===== src/rtl/dtg_pkg.sv =====
package dtg_pkg;

    localparam int LVL_W       = 4;
    localparam int SLOT_W      = 4;
    localparam int SLOTS       = 1 << SLOT_W;
    localparam int PH_W        = SLOT_W + 1;
    localparam int CNT_W       = PH_W + 1;
    localparam int FLOOR_SLOTS = 5;

    typedef logic [LVL_W-1:0]  lvl_t;
    typedef logic [PH_W-1:0]   phase_t;
    typedef logic [CNT_W-1:0]  cnt_t;
    typedef logic [SLOT_W:0]   slots_t;

    typedef enum logic [1:0] {
        DIR_HOLD = 2'b00,
        DIR_UP   = 2'b01,
        DIR_DN   = 2'b10
    } dir_e;

    typedef struct packed {
        phase_t phase;
        lvl_t   lvl;
    } frame_t;

    // number of high slots in the digital pattern for a level
    function automatic slots_t hi_slots(lvl_t l);
        int n;
        n = int'(l) + FLOOR_SLOTS;
        if (n >= SLOTS) n = SLOTS;
        return slots_t'(n);
    endfunction

endpackage


===== src/rtl/dtg_frame_seq.sv =====
module dtg_frame_seq
    import dtg_pkg::*;
(
    input  logic   clk,
    input  logic   rst,
    input  logic   tick,
    input  lvl_t   level,
    output frame_t fs_o,
    output logic   wrap_o
);

    localparam phase_t LAST_PH = phase_t'((1 << PH_W) - 1);

    frame_t fs_q;

    assign wrap_o = tick && (fs_q.phase == LAST_PH);
    assign fs_o   = fs_q;

    always_ff @(posedge clk) begin
        if (rst) begin
            fs_q.phase <= '0;
            fs_q.lvl   <= '0;
        end else if (tick) begin
            fs_q.phase <= fs_q.phase + 1'b1;
            if (wrap_o) fs_q.lvl <= level;
        end
    end

endmodule


===== src/rtl/dtg_duty_meter.sv =====
module dtg_duty_meter
    import dtg_pkg::*;
(
    input  logic clk,
    input  logic rst,
    input  logic tick,
    input  logic wrap,
    input  logic pwm_in,
    input  lvl_t lvl,
    output dir_e dir_o
);

    cnt_t cnt_q;
    cnt_t total;
    cnt_t thresh;
    dir_e dir_q;
    dir_e dir_nx;

    assign total  = cnt_q + cnt_t'(pwm_in);
    assign thresh = cnt_t'(hi_slots(lvl)) << 1;

    always_comb begin
        if (total > thresh)      dir_nx = DIR_UP;
        else if (total < thresh) dir_nx = DIR_DN;
        else                     dir_nx = DIR_HOLD;
    end

    always_ff @(posedge clk) begin
        if (rst) begin
            cnt_q <= '0;
            dir_q <= DIR_HOLD;
        end else if (tick) begin
            if (wrap) begin
                cnt_q <= '0;
                dir_q <= dir_nx;
            end else begin
                cnt_q <= total;
            end
        end
    end

    assign dir_o = dir_q;

endmodule


===== src/rtl/dtg_gate_mix.sv =====
module dtg_gate_mix
    import dtg_pkg::*;
(
    input  frame_t fs,
    input  logic   pwm_in,
    output logic   dig_o,
    output logic   gate_o
);

    logic [SLOT_W-1:0] slot;
    logic              min_pulse;

    assign slot      = fs.phase[PH_W-1:1];
    assign dig_o     = slots_t'(slot) < hi_slots(fs.lvl);
    assign min_pulse = (fs.phase == '0);
    assign gate_o    = (pwm_in & dig_o) | min_pulse;

endmodule


===== src/rtl/duty_track_gate.sv =====
module duty_track_gate
    import dtg_pkg::*;
(
    input  logic       clk,
    input  logic       rst,
    input  logic       tick,
    input  logic [3:0] level,
    input  logic       pwm_in,
    output logic       gate_out,
    output logic [1:0] cmp_dir
);

    frame_t fs;
    logic   wrap;
    logic   dig;
    dir_e   dir;
    phase_t cur_phase;
    lvl_t   cur_lvl;

    assign cur_phase = fs.phase;
    assign cur_lvl   = fs.lvl;

    dtg_frame_seq u_seq (
        .clk    (clk),
        .rst    (rst),
        .tick   (tick),
        .level  (lvl_t'(level)),
        .fs_o   (fs),
        .wrap_o (wrap)
    );

    dtg_duty_meter u_meter (
        .clk    (clk),
        .rst    (rst),
        .tick   (tick),
        .wrap   (wrap),
        .pwm_in (pwm_in),
        .lvl    (fs.lvl),
        .dir_o  (dir)
    );

    dtg_gate_mix u_mix (
        .fs     (fs),
        .pwm_in (pwm_in),
        .dig_o  (dig),
        .gate_o (gate_out)
    );

    assign cmp_dir = dir;

endmodule


===== config.mk =====
export PLATFORM = sky130hd
export DESIGN_NAME = duty_track_gate
export DESIGN_NICKNAME = d
export VERILOG_FILES = /design/src/rtl/dtg_pkg.sv /design/src/rtl/dtg_frame_seq.sv /design/src/rtl/dtg_duty_meter.sv /design/src/rtl/dtg_gate_mix.sv /design/src/rtl/duty_track_gate.sv
export SDC_FILE = /design/constraint.sdc
export NUM_CORES = 1
export LEC_CHECK = 0
export ABC_AREA = 1
export ABC_CLOCK_PERIOD_IN_PS = 2700
export BUFFER_PORTS_ARGS = -buffer_cell sky130_fd_sc_hd__buf_2
export CAP_MARGIN = 15
export CORE_MARGIN = 5
export CORE_UTILIZATION = 45
export CTS_CLUSTER_DIAMETER = 120
export CTS_CLUSTER_SIZE = 28
export DETAILED_ROUTE_END_ITERATION = 7
export PLACE_DENSITY_LB_ADDON = 0.08
export SLEW_MARGIN = 10
export SYNTH_ARGS = -nofsm -noshare
export SYNTH_HDL_FRONTEND = slang
export SYNTH_SLANG_ARGS = --single-unit

===== constraint.sdc =====
create_clock -name clk -period 2.7 [get_ports clk]
set_clock_uncertainty 0.2 [all_clocks]
set_input_delay 0.27 -clock clk [delete_from_list [all_inputs] [get_ports clk]]
set_output_delay 0.27 -clock clk [all_outputs]
set_load 0.01 [all_outputs]

After elaboration in Yosys (flattened, before gate mapping)

Index checks and enable logic that the tools add are counted.

Register bits: 17
Input port bits: 8
Output and inout port bits: 3

Add/subtract/negate cells: 3
Order comparisons: 4
Equality and inequality tests: 1
Mux-type cells: 4
Bitwise operators: 2
Reductions and logical operators: 3

Operator list:

| kind                                                          | number |
|---|---|
| 6-bit by 1-bit adder with 6-bit output                        | 1 |
| 6-bit > comparator                                            | 1 |
| 6-bit < comparator                                            | 1 |
| 6-bit two-way mux                                             | 1 |
| 4-bit by 3-bit adder with 5-bit output, second input constant | 1 |
| 5-bit by 1-bit adder with 5-bit output, second input constant | 1 |
| 5-bit == test, second input constant                          | 1 |
| 5-bit greater-or-equal comparator, second input constant      | 1 |
| 5-bit zero test                                               | 1 |
| 4-bit by 5-bit < comparator with 1-bit output                 | 1 |
| 5-bit two-way mux                                             | 1 |
| 2-bit two-way mux                                             | 2 |
| 2-bit AND reduction                                           | 1 |
| 1-bit bitwise AND                                             | 1 |
| 1-bit logical AND                                             | 1 |
| 1-bit OR                                                      | 1 |

Depth between registers and ports, before layout

Gate-level depths: netlist of the first run.

Word-level depth: 6
Mapped depth: 15
Mapped depth without buffers: 15

Cells and area by module

A second synthesis of the first run with hierarchy kept.

Cells, all modules: 169
Area total of the unflattened synthesis: 1196.1 µm²

Modules (own cells, without submodules):

| module         | times used | cells each | area an instance (µm²) | seq. area each (µm²) |
|---|---|---|---|---|
| dtg_duty_meter | 1          | 89         | 630.6                  | 160.2 |
| dtg_frame_seq  | 1          | 48         | 391.6                  | 180.2 |
| dtg_gate_mix   | 1          | 32         | 173.9                  | 0.0 |

Worst setup path after synthesis of the first run

Ideal clock, no wire load.

Path kind: register to output
Start: register, netlist name u_seq.fs_o[0]
End: output port gate_out
Arrival time: 1.550 ns
Setup slack: 0.680 ns
Stages on the path, launching flop included: 16
Buffers on the path: 0
Cells stage by stage: dfxtp_1 -> ha_1 -> nor2_1 -> nor2_1 -> inv_1 -> nand2_1 -> ha_1 -> nand2_1 -> inv_1 -> nand2_1 -> nand2_1 -> nand2_1 -> nand2_1 -> nand2_1 -> nand2_1 -> nand2_1

Word-level cells in the longest chain between the ends: 6

RTL lines:

| item                                            | RTL line             | text |
|---|---|---|
| 4-bit by 3-bit adder with 5-bit output *        | dtg_pkg.sv:29        | `n = int'(l) + FLOOR_SLOTS;` |
| 5-bit greater-or-equal comparator               | dtg_pkg.sv:30        | `if (n >= SLOTS) n = SLOTS;` |
| 5-bit two-way mux *                             | dtg_pkg.sv:30        |  |
| 4-bit by 5-bit < comparator with 1-bit output * | dtg_gate_mix.sv:14   | `assign dig_o = slots_t'(slot) < hi_slots(fs.lvl);` |
| 1-bit bitwise AND *                             | dtg_gate_mix.sv:16   | `assign gate_o = (pwm_in & dig_o) \| min_pulse;` |
| 1-bit OR *                                      | dtg_gate_mix.sv:16   |  |
| end, declared                                   | duty_track_gate.sv:9 | `output logic gate_out,` |

Mark *: on every way between the ends. The rest lies on a longest branch, timed or not.

Final worst setup path of the first run

Start: register, netlist name u_seq.fs_o[0]
End: output port gate_out

Word-level cells in the longest chain between the ends: 6

RTL lines:

| item                                            | RTL line |
|---|---|
| 4-bit by 3-bit adder with 5-bit output *        | dtg_pkg.sv:29 |
| 5-bit greater-or-equal comparator               | dtg_pkg.sv:30 |
| 5-bit two-way mux *                             | dtg_pkg.sv:30 |
| 4-bit by 5-bit < comparator with 1-bit output * | dtg_gate_mix.sv:14 |
| 1-bit bitwise AND *                             | dtg_gate_mix.sv:16 |
| 1-bit OR *                                      | dtg_gate_mix.sv:16 |

Marks and branches as above.

==> qor.yml, run 1 <==
clock_tree:
  cts_buffers: 3
  clock-root-buffer: "sky130_fd_sc_hd__clkbuf_4"
  ctsLongestPathBuffers: 2
  total_of_hold_buffers_inserted_after_clock_tree_synthesis: 0
  cts_tree: "yes"
  clkLatencyLatePin_ps: 290
  cts.sinks: 17
  clock_tree.htree_level_count: 1
  worst_setup_hold_path_clk_slew_ps: 100
pwr:
  power.density_cell_area_nw_per_um2: 372
  leakage_dissipation_nw: 0.562
  max_vdd_drop_mv: 0.270
  post-layout-total-power_uw: 442
synth:
  synthArstFlopShare_pct: 0
  synth_area_um2: 1080
  mappedNetlistNets: 172
  cell_with_the_most_instances_after_synthesis: "sky130_fd_sc_hd__nand2_1"
  yosysSeqAreaShare_pct: 31.4
  synth_fa_ha_area_share_pct: 16.2
  synth_top_cells_by_area: "sky130_fd_sc_hd__dfxtp_1, sky130_fd_sc_hd__ha_1, sky130_fd_sc_hd__nand2_1"
  yosysTopAreaCell: "sky130_fd_sc_hd__dfxtp_1"
  syn_inst: 150
  synth_xor_area_share_pct: 2.31
  yosys.area.top_type_share_pct: 31.4
  synthSimpleGateAreaFrac_pct: 27.0
  yosys-mux-area-fraction_pct: 0
  synthTopCellsByCount: "sky130_fd_sc_hd__nand2_1, sky130_fd_sc_hd__inv_1, sky130_fd_sc_hd__dfxtp_1, sky130_fd_sc_hd__a21oi_1"
  synthDistinctLibCells: 25
  synthesis.yosys.warnings: 0
  synth_compound_gate_area_share_pct: 12.9
  synth_edf_count: 0
  synthFlopType: "sky130_fd_sc_hd__dfxtp_1"
  ys_ff_latch: 17
  post_synth.cell_area_avg_um2: 7.22
  synth_top_family_by_area: "simple AND/OR/NAND/NOR gates"
setup_path:
  path_class: "reg -> out"
  launching_element_type_of_the_critical_path: "flop"
  worst-endpoint-required_ps: 2230
  critical_path_arrival_ps: 2020
  worst_path_most_repeated_cell: "sky130_fd_sc_hd__nand2_1"
  crit_chain: "ha_2 > nor2_2 > nor2_1 > inv_1 > nand2_2 > ha_1 > nand2_1 > inv_1 > nand2_1 > nand2_1 > nand2_1 > nand2_1 > nand2_1 > nand2_1 > nand2_1 > buf_2"
  worst-path-max-fanout: 4
  biggest_cell_delay_along_the_critical_path_ps: 350
  end_kind: "output port"
  critical-path-slowest-cell: "sky130_fd_sc_hd__dfxtp_2"
min_path:
  timing.hold.worst.class: "in -> reg"
sta:
  tightestPinTransition_ps: 259
  unrepaired_setup_endpoints_after_global_routing: "no"
  worst_slack_ps: 211
  finalSetupViolCount: 0
  final-max-slew-violation-count: 0
  final_period_minus_worst_setup_slack_ps: 2490
  fin_tns_setup_ps: 0
  finalHoldWorstSlack_ps: 35.5
  fmax_mhz: 402
  hold_viol: 0
  timing.max_slew.rel_slack_pct: 82.6
  final_min_period_over_clock_period_pct: 92.2
global_routing:
  grt_use_met3_pct: 2.61
  maximum_number_of_pins_on_one_net_before_global_route_repair: 12
  first_pass_grt_wire_length_mm: 3.80
  grt.met2_usage_pct: 23.0
  grt_antenna_before_repair: 0
  grt_use_total_pct: 13.8
  via_count_of_the_first_global_routing_pass: 930
  global_route_congestion_overflow_total: 0
  met1_usage_pct: 17.0
  grt.busiest_layer: "met2"
finish:
  final_nets: 186
  drive_gt1_share_pct: 16.0
  fillCellCount: 251
  n_antenna_cell: 0
  syn2layout_area_growth_pct: 9.70
  area_of_combinational_cells_with_multiple_inputs_um2: 641
  final-seq-area_um2: 342
route:
  num_vias: 956
  detail_route.drc_violations: 0
  wl_per_cell_um: 11.0
  antenna_violating_nets_left: 0
  drtPass1Iterations: 4
  drt-initial-drc-count: 36
  drt-vias-per-instance: 5.01
  finalWirelength_mm: 2.11
floorplan:
  ioPinCount: 11
  die-area_um2: 3490
  core_area_um2: 2250
  floorplan.die.width_um: 59.1
  start_util_pct: 48.1
  height_of_the_die_um: 59.1
  standard_cell_rows: 17
placement:
  post-place-ws_ps: 463
  gpl.final_weighted_congestion: 0.786
  detailedPlacementHpwl_mm: 1.65
  port_buffers: 10
job:
  timing.max_cap.violations: 0
run_status:
  outcome: "finished clean"
state kept, by name (all words and copies together) (netlist names):
| name | count |
|---|---|
| u_meter.dir_o | 2 |
| u_seq.fs_o | 9 |
| u_meter.cnt_q | 6 |
where the power goes:
group	internal, mW	switching [mW]	leakage, nW
sequential	0.256	0.00462	0.138
combinational	0.0174	0.0283	0.409
clock	0.0574	0.0779	0.0150
total	0.331	0.111	0.562
final cells by class:
| type | instances | share of cell area, % |
|---|---|---|
| Inverter | 22 | 7.37 |
| Multi-Input combinational cell | 109 | 53.9 |
| Clock buffer | 4 | 2.21 |
| Tap cell | 28 | 2.95 |
| Timing Repair Buffer | 11 | 4.84 |
| Sequential cell | 17 | 28.7 |
cell families after synthesis:
family,Yosys count
AND/OR/NAND/NOR,66
flip-flops,17
adder cells (fa/ha/maj),14
buffers and inverters,24
XOR/XNOR,2
AO/OA/AOI/OAI,27
final timing paths:
kind | from | to | slack, ps | cells after the start
setup reg to reg | u_meter.cnt_q[0]$_SDFFE_PP0P_ | u_meter.dir_o[0]$_SDFFE_PP0P_ | 620 | 12
setup / recovery | u_seq.fs_o[0]$_SDFFE_PP0P_ | gate_out | 210 | 16
hold / removal | level[1] | u_seq.fs_o[1]$_SDFFE_PP0P_ | 40 | 3
hold reg to reg | u_meter.cnt_q[0]$_SDFFE_PP0P_ | u_meter.cnt_q[0]$_SDFFE_PP0P_ | 270 | 2
stage by stage:
| step | cells | util [%] | cell area (um2) |
|---|---|---|---|
| final | 191 | 52.7 | 1190 |
| after global routing | 191 | 52.7 | 1190 |
| after CTS | 190 | 52.0 | 1170 |
| after detailed placement | 186 | 50.8 | 1150 |
| after global placement | 186 | 50.8 | 1150 |
| after floorplan | 150 | - | 1080 |
per-layer routing:
metal,wire length [um],vias up
li1,-,514
met1,1050,428
met2,996,10
met3,36,4
met4,31,0
met5,0,-
placed cells by master, fill, tap and decap left out, types with 3 or more instances in the layout:
master,synthesis,routed
sky130_fd_sc_hd__nand2_1,35,34
sky130_fd_sc_hd__inv_1,18,18
sky130_fd_sc_hd__a21oi_1,16,16
sky130_fd_sc_hd__dfxtp_1,17,16
sky130_fd_sc_hd__nor2_1,14,13
sky130_fd_sc_hd__ha_1,14,13
sky130_fd_sc_hd__buf_2,0,10
sky130_fd_sc_hd__nand3_1,6,6
sky130_fd_sc_hd__o21ai_0,6,6
sky130_fd_sc_hd__nor2_2,2,3
sky130_fd_sc_hd__nor3_1,3,3
sky130_fd_sc_hd__clkbuf_4,0,3
worst max-delay path, delay by kind of cell (launching register included):
| family | cells | cell delay, ps |
|---|---|---|
| simple gates | 11 | 640 |
| flops | 1 | 350 |
| fa+ha+maj | 2 | 450 |
| buf+inv | 3 | 270 |
what timing repair did:
item | in CTS | in global routing
setup buffers | 0 | 1
gates resized for setup | 0 | 4
setup endpoints to repair | 0 | 1
Note: power is estimated with default switching activity, not from simulation.
==> run 2, diff against run 1 <==
Settings changed: CORE_MARGIN 5 to 2.
==> run 2 against run 1 <==
Against the previous run:
- sequential power barely moved
- wire length is 4.0% lower
- maximum frequency down 0.80%
- sequential cell count is the same
- register-to-register slack is essentially flat
- count of clock-buffer cells in the layout is the same
- clock power fell by 3%
- critical path depth unchanged
==> qor.yml, run 2 (same netlist as run 1, synthesis figures left out) <==
run_status:
  outcome: "finished clean"
sta:
  fin_tns_setup_ps: 0  # unchanged
  hold_viol: 0  # unchanged
  final_period_minus_worst_setup_slack_ps: 2510  # +20.0 ps
  tightestPinTransition_ps: 255  # -4.17 ps
  final_min_period_over_clock_period_pct: 92.9  # +0.74 points
  final-max-slew-violation-count: 0  # unchanged
  worst_slack_ps: 191  # -20.0 ps
  finalHoldWorstSlack_ps: 38.0  # +2.52 ps
  timing.max_slew.rel_slack_pct: 82.9  # +0.28 points
  unrepaired_setup_endpoints_after_global_routing: "no"
  finalSetupViolCount: 0  # unchanged
  fmax_mhz: 398  # -0.80%
placement:
  port_buffers: 10  # unchanged
  detailedPlacementHpwl_mm: 1.67  # +1.0%
  post-place-ws_ps: 434  # -28.2 ps
  gpl.final_weighted_congestion: 0.818  # +4.1%
clock_tree:
  ctsLongestPathBuffers: 2  # unchanged
  worst_setup_hold_path_clk_slew_ps: 90  # about the same
  clkLatencyLatePin_ps: 280  # about the same
  cts.sinks: 17  # unchanged
  cts_buffers: 3  # unchanged
  cts_tree: "yes"
  clock_tree.htree_level_count: 1  # unchanged
  clock-root-buffer: "sky130_fd_sc_hd__clkbuf_4"
setup_path:
  reg2reg_to: "u_meter.dir_o[0]$_SDFFE_PP0P_"
  worstSetupStartpoint: "u_seq.fs_o[0]$_SDFFE_PP0P_"
  reg2regPathDepth: 12  # unchanged
  end_kind: "output port"
  path_class: "reg -> out"
  worst-endpoint-required_ps: 2230  # about the same
  launching_element_type_of_the_critical_path: "flop"
  worst-path-max-fanout: 4  # unchanged
  critical_path_arrival_ps: 2040  # +20 ps
  ff2ff_setup_slack_ps: 620  # about the same
  critical_path.reg2reg.startpoint: "u_meter.cnt_q[0]$_SDFFE_PP0P_"
route:
  num_vias: 942  # -1.5%
  drt-initial-drc-count: 8  # -78%
  drt-vias-per-instance: 4.93  # -1.5%
  finalWirelength_mm: 2.02  # -4.0%
  drtPass1Iterations: 4  # unchanged
  detail_route.drc_violations: 0  # unchanged
  wl_per_cell_um: 10.6  # -4.0%
  antenna_violating_nets_left: 0  # unchanged
global_routing:
  maximum_number_of_pins_on_one_net_before_global_route_repair: 12  # unchanged
  grt_antenna_before_repair: 0  # unchanged
  via_count_of_the_first_global_routing_pass: 860  # -7.5%
  grt_use_total_pct: 17.4  # +3.6 points
  global_route_congestion_overflow_total: 0  # unchanged
  first_pass_grt_wire_length_mm: 3.54  # -6.7%
finish:
  n_antenna_cell: 0  # unchanged
  finalCoreUtilization_pct: 52.5  # -0.22 points
  most-common-layout-cells: "sky130_fd_sc_hd__nand2_1, sky130_fd_sc_hd__inv_1, sky130_fd_sc_hd__a21oi_1, sky130_fd_sc_hd__dfxtp_1, sky130_fd_sc_hd__ha_1"
  largest_register_ffs: 9  # unchanged
  syn2layout_area_growth_pct: 9.24
  final_nets: 186  # unchanged
  drive_gt1_share_pct: 14.7  # -1.2 points
  most_common_cell_after_layout_fill_and_taps_aside: "sky130_fd_sc_hd__nand2_1"
min_path:
  timing.hold.worst_path_depth: 3  # unchanged
  timing.hold.worst.class: "in -> reg"
  min-delay-start: "level[1]"
  worst_hold_path.endpoint: "u_seq.fs_o[1]$_SDFFE_PP0P_"
floorplan:
  height_of_the_die_um: 53.1  # -10%
  floorplan.die.width_um: 53.1  # -10%
  ioPinCount: 11  # unchanged
  start_util_pct: 48.1  # unchanged
  standard_cell_rows: 17  # unchanged
  core_area_um2: 2250  # unchanged
  die-area_um2: 2820  # -19%
pwr:
  swShare_pct: 24.4  # -0.68 points
  cellInternalPower_uw: 331  # about the same
  seq_power_share_pct: 59.6  # +0.6 points
  max_vdd_drop_mv: 0.240  # -11%
  share_comb_of_total_power_pct: 10.4  # about the same
  net-switching-power_uw: 107  # -3.6%
  clockPowerShare_pct: 30.0  # -0.6 points
  power.density_cell_area_nw_per_um2: 370  # -0.49%
  leakage_dissipation_nw: 0.565  # +0.50%
job:
  timing.max_cap.violations: 0  # unchanged
==> run 2: cell counts in the layout (fill, tap and decap cells not counted) <==
No cell type changed its count.
==> run 2: final cells by class <==
cell class              count  area [um2]
well taps                  28        35.0
clock buffers               4        26.3
repair buffers             11        57.6
flip-flops and latches     17         342
fillers                   252        1070
multi-input cells         109         636
inverters                  22        87.6
==> run 2: worst max-delay path, cell delays in order (launching register included) <==
cell and delay [ps]:
sky130_fd_sc_hd__dfxtp_2 350, sky130_fd_sc_hd__ha_1 220, sky130_fd_sc_hd__nor2_2 160, sky130_fd_sc_hd__nor2_1 70, sky130_fd_sc_hd__inv_1 80, sky130_fd_sc_hd__nand2_1 80
sky130_fd_sc_hd__ha_1 270, sky130_fd_sc_hd__nand2_1 60, sky130_fd_sc_hd__inv_1 30, sky130_fd_sc_hd__nand2_1 50, sky130_fd_sc_hd__nand2_1 40, sky130_fd_sc_hd__nand2_1 50
sky130_fd_sc_hd__nand2_1 40, sky130_fd_sc_hd__nand2_1 50, sky130_fd_sc_hd__nand2_1 40, sky130_fd_sc_hd__nand2_1 40, sky130_fd_sc_hd__buf_2 120
==> run 2: metal layers <==
metal  track usage [%]  part of all wire (%)
met3              3.39                   1.6
met5                 0                     0
met4              6.41                   1.3
met1              20.6                    48
met2              30.8                    49
==> run 2: what timing repair did <==
item                                    CTS  global route
gates resized for setup                   0             2
hold buffers                              0             0
setup buffers                             0             1
endpoints found under the setup margin    0             1
==> run 2: per-stage QoR <==
step                      instances  total power [mW]  area (um2)
after floorplan                 150             0.299        1080
after global placement          186             0.312        1150
after detailed placement        186             0.313        1150
after CTS                       190             0.449        1170
after global routing            191             0.471        1180
final                           191             0.438        1180
==> run 2: how the worst max path moves through the flow <==
stage               slack, ps  endpoint  cells past startpoint
floorplan                 680  gate_out                     15
global placement          540  gate_out                     16
detailed placement        430  gate_out                     16
CTS                       110  gate_out                     16
global route              0.3  gate_out                     16
finish                    190  gate_out                     16
==> run 2: power by group through the flow <==
stage	Combinational [mW]	Clock (mW)	Sequential [mW]
final	0.0456	0.131	0.261
after global routing	0.0548	0.155	0.262
after CTS	0.0469	0.141	0.261
after detailed placement	0.0466	0	0.267
after global placement	0.0455	0	0.267
after floorplan	0.0339	0	0.266
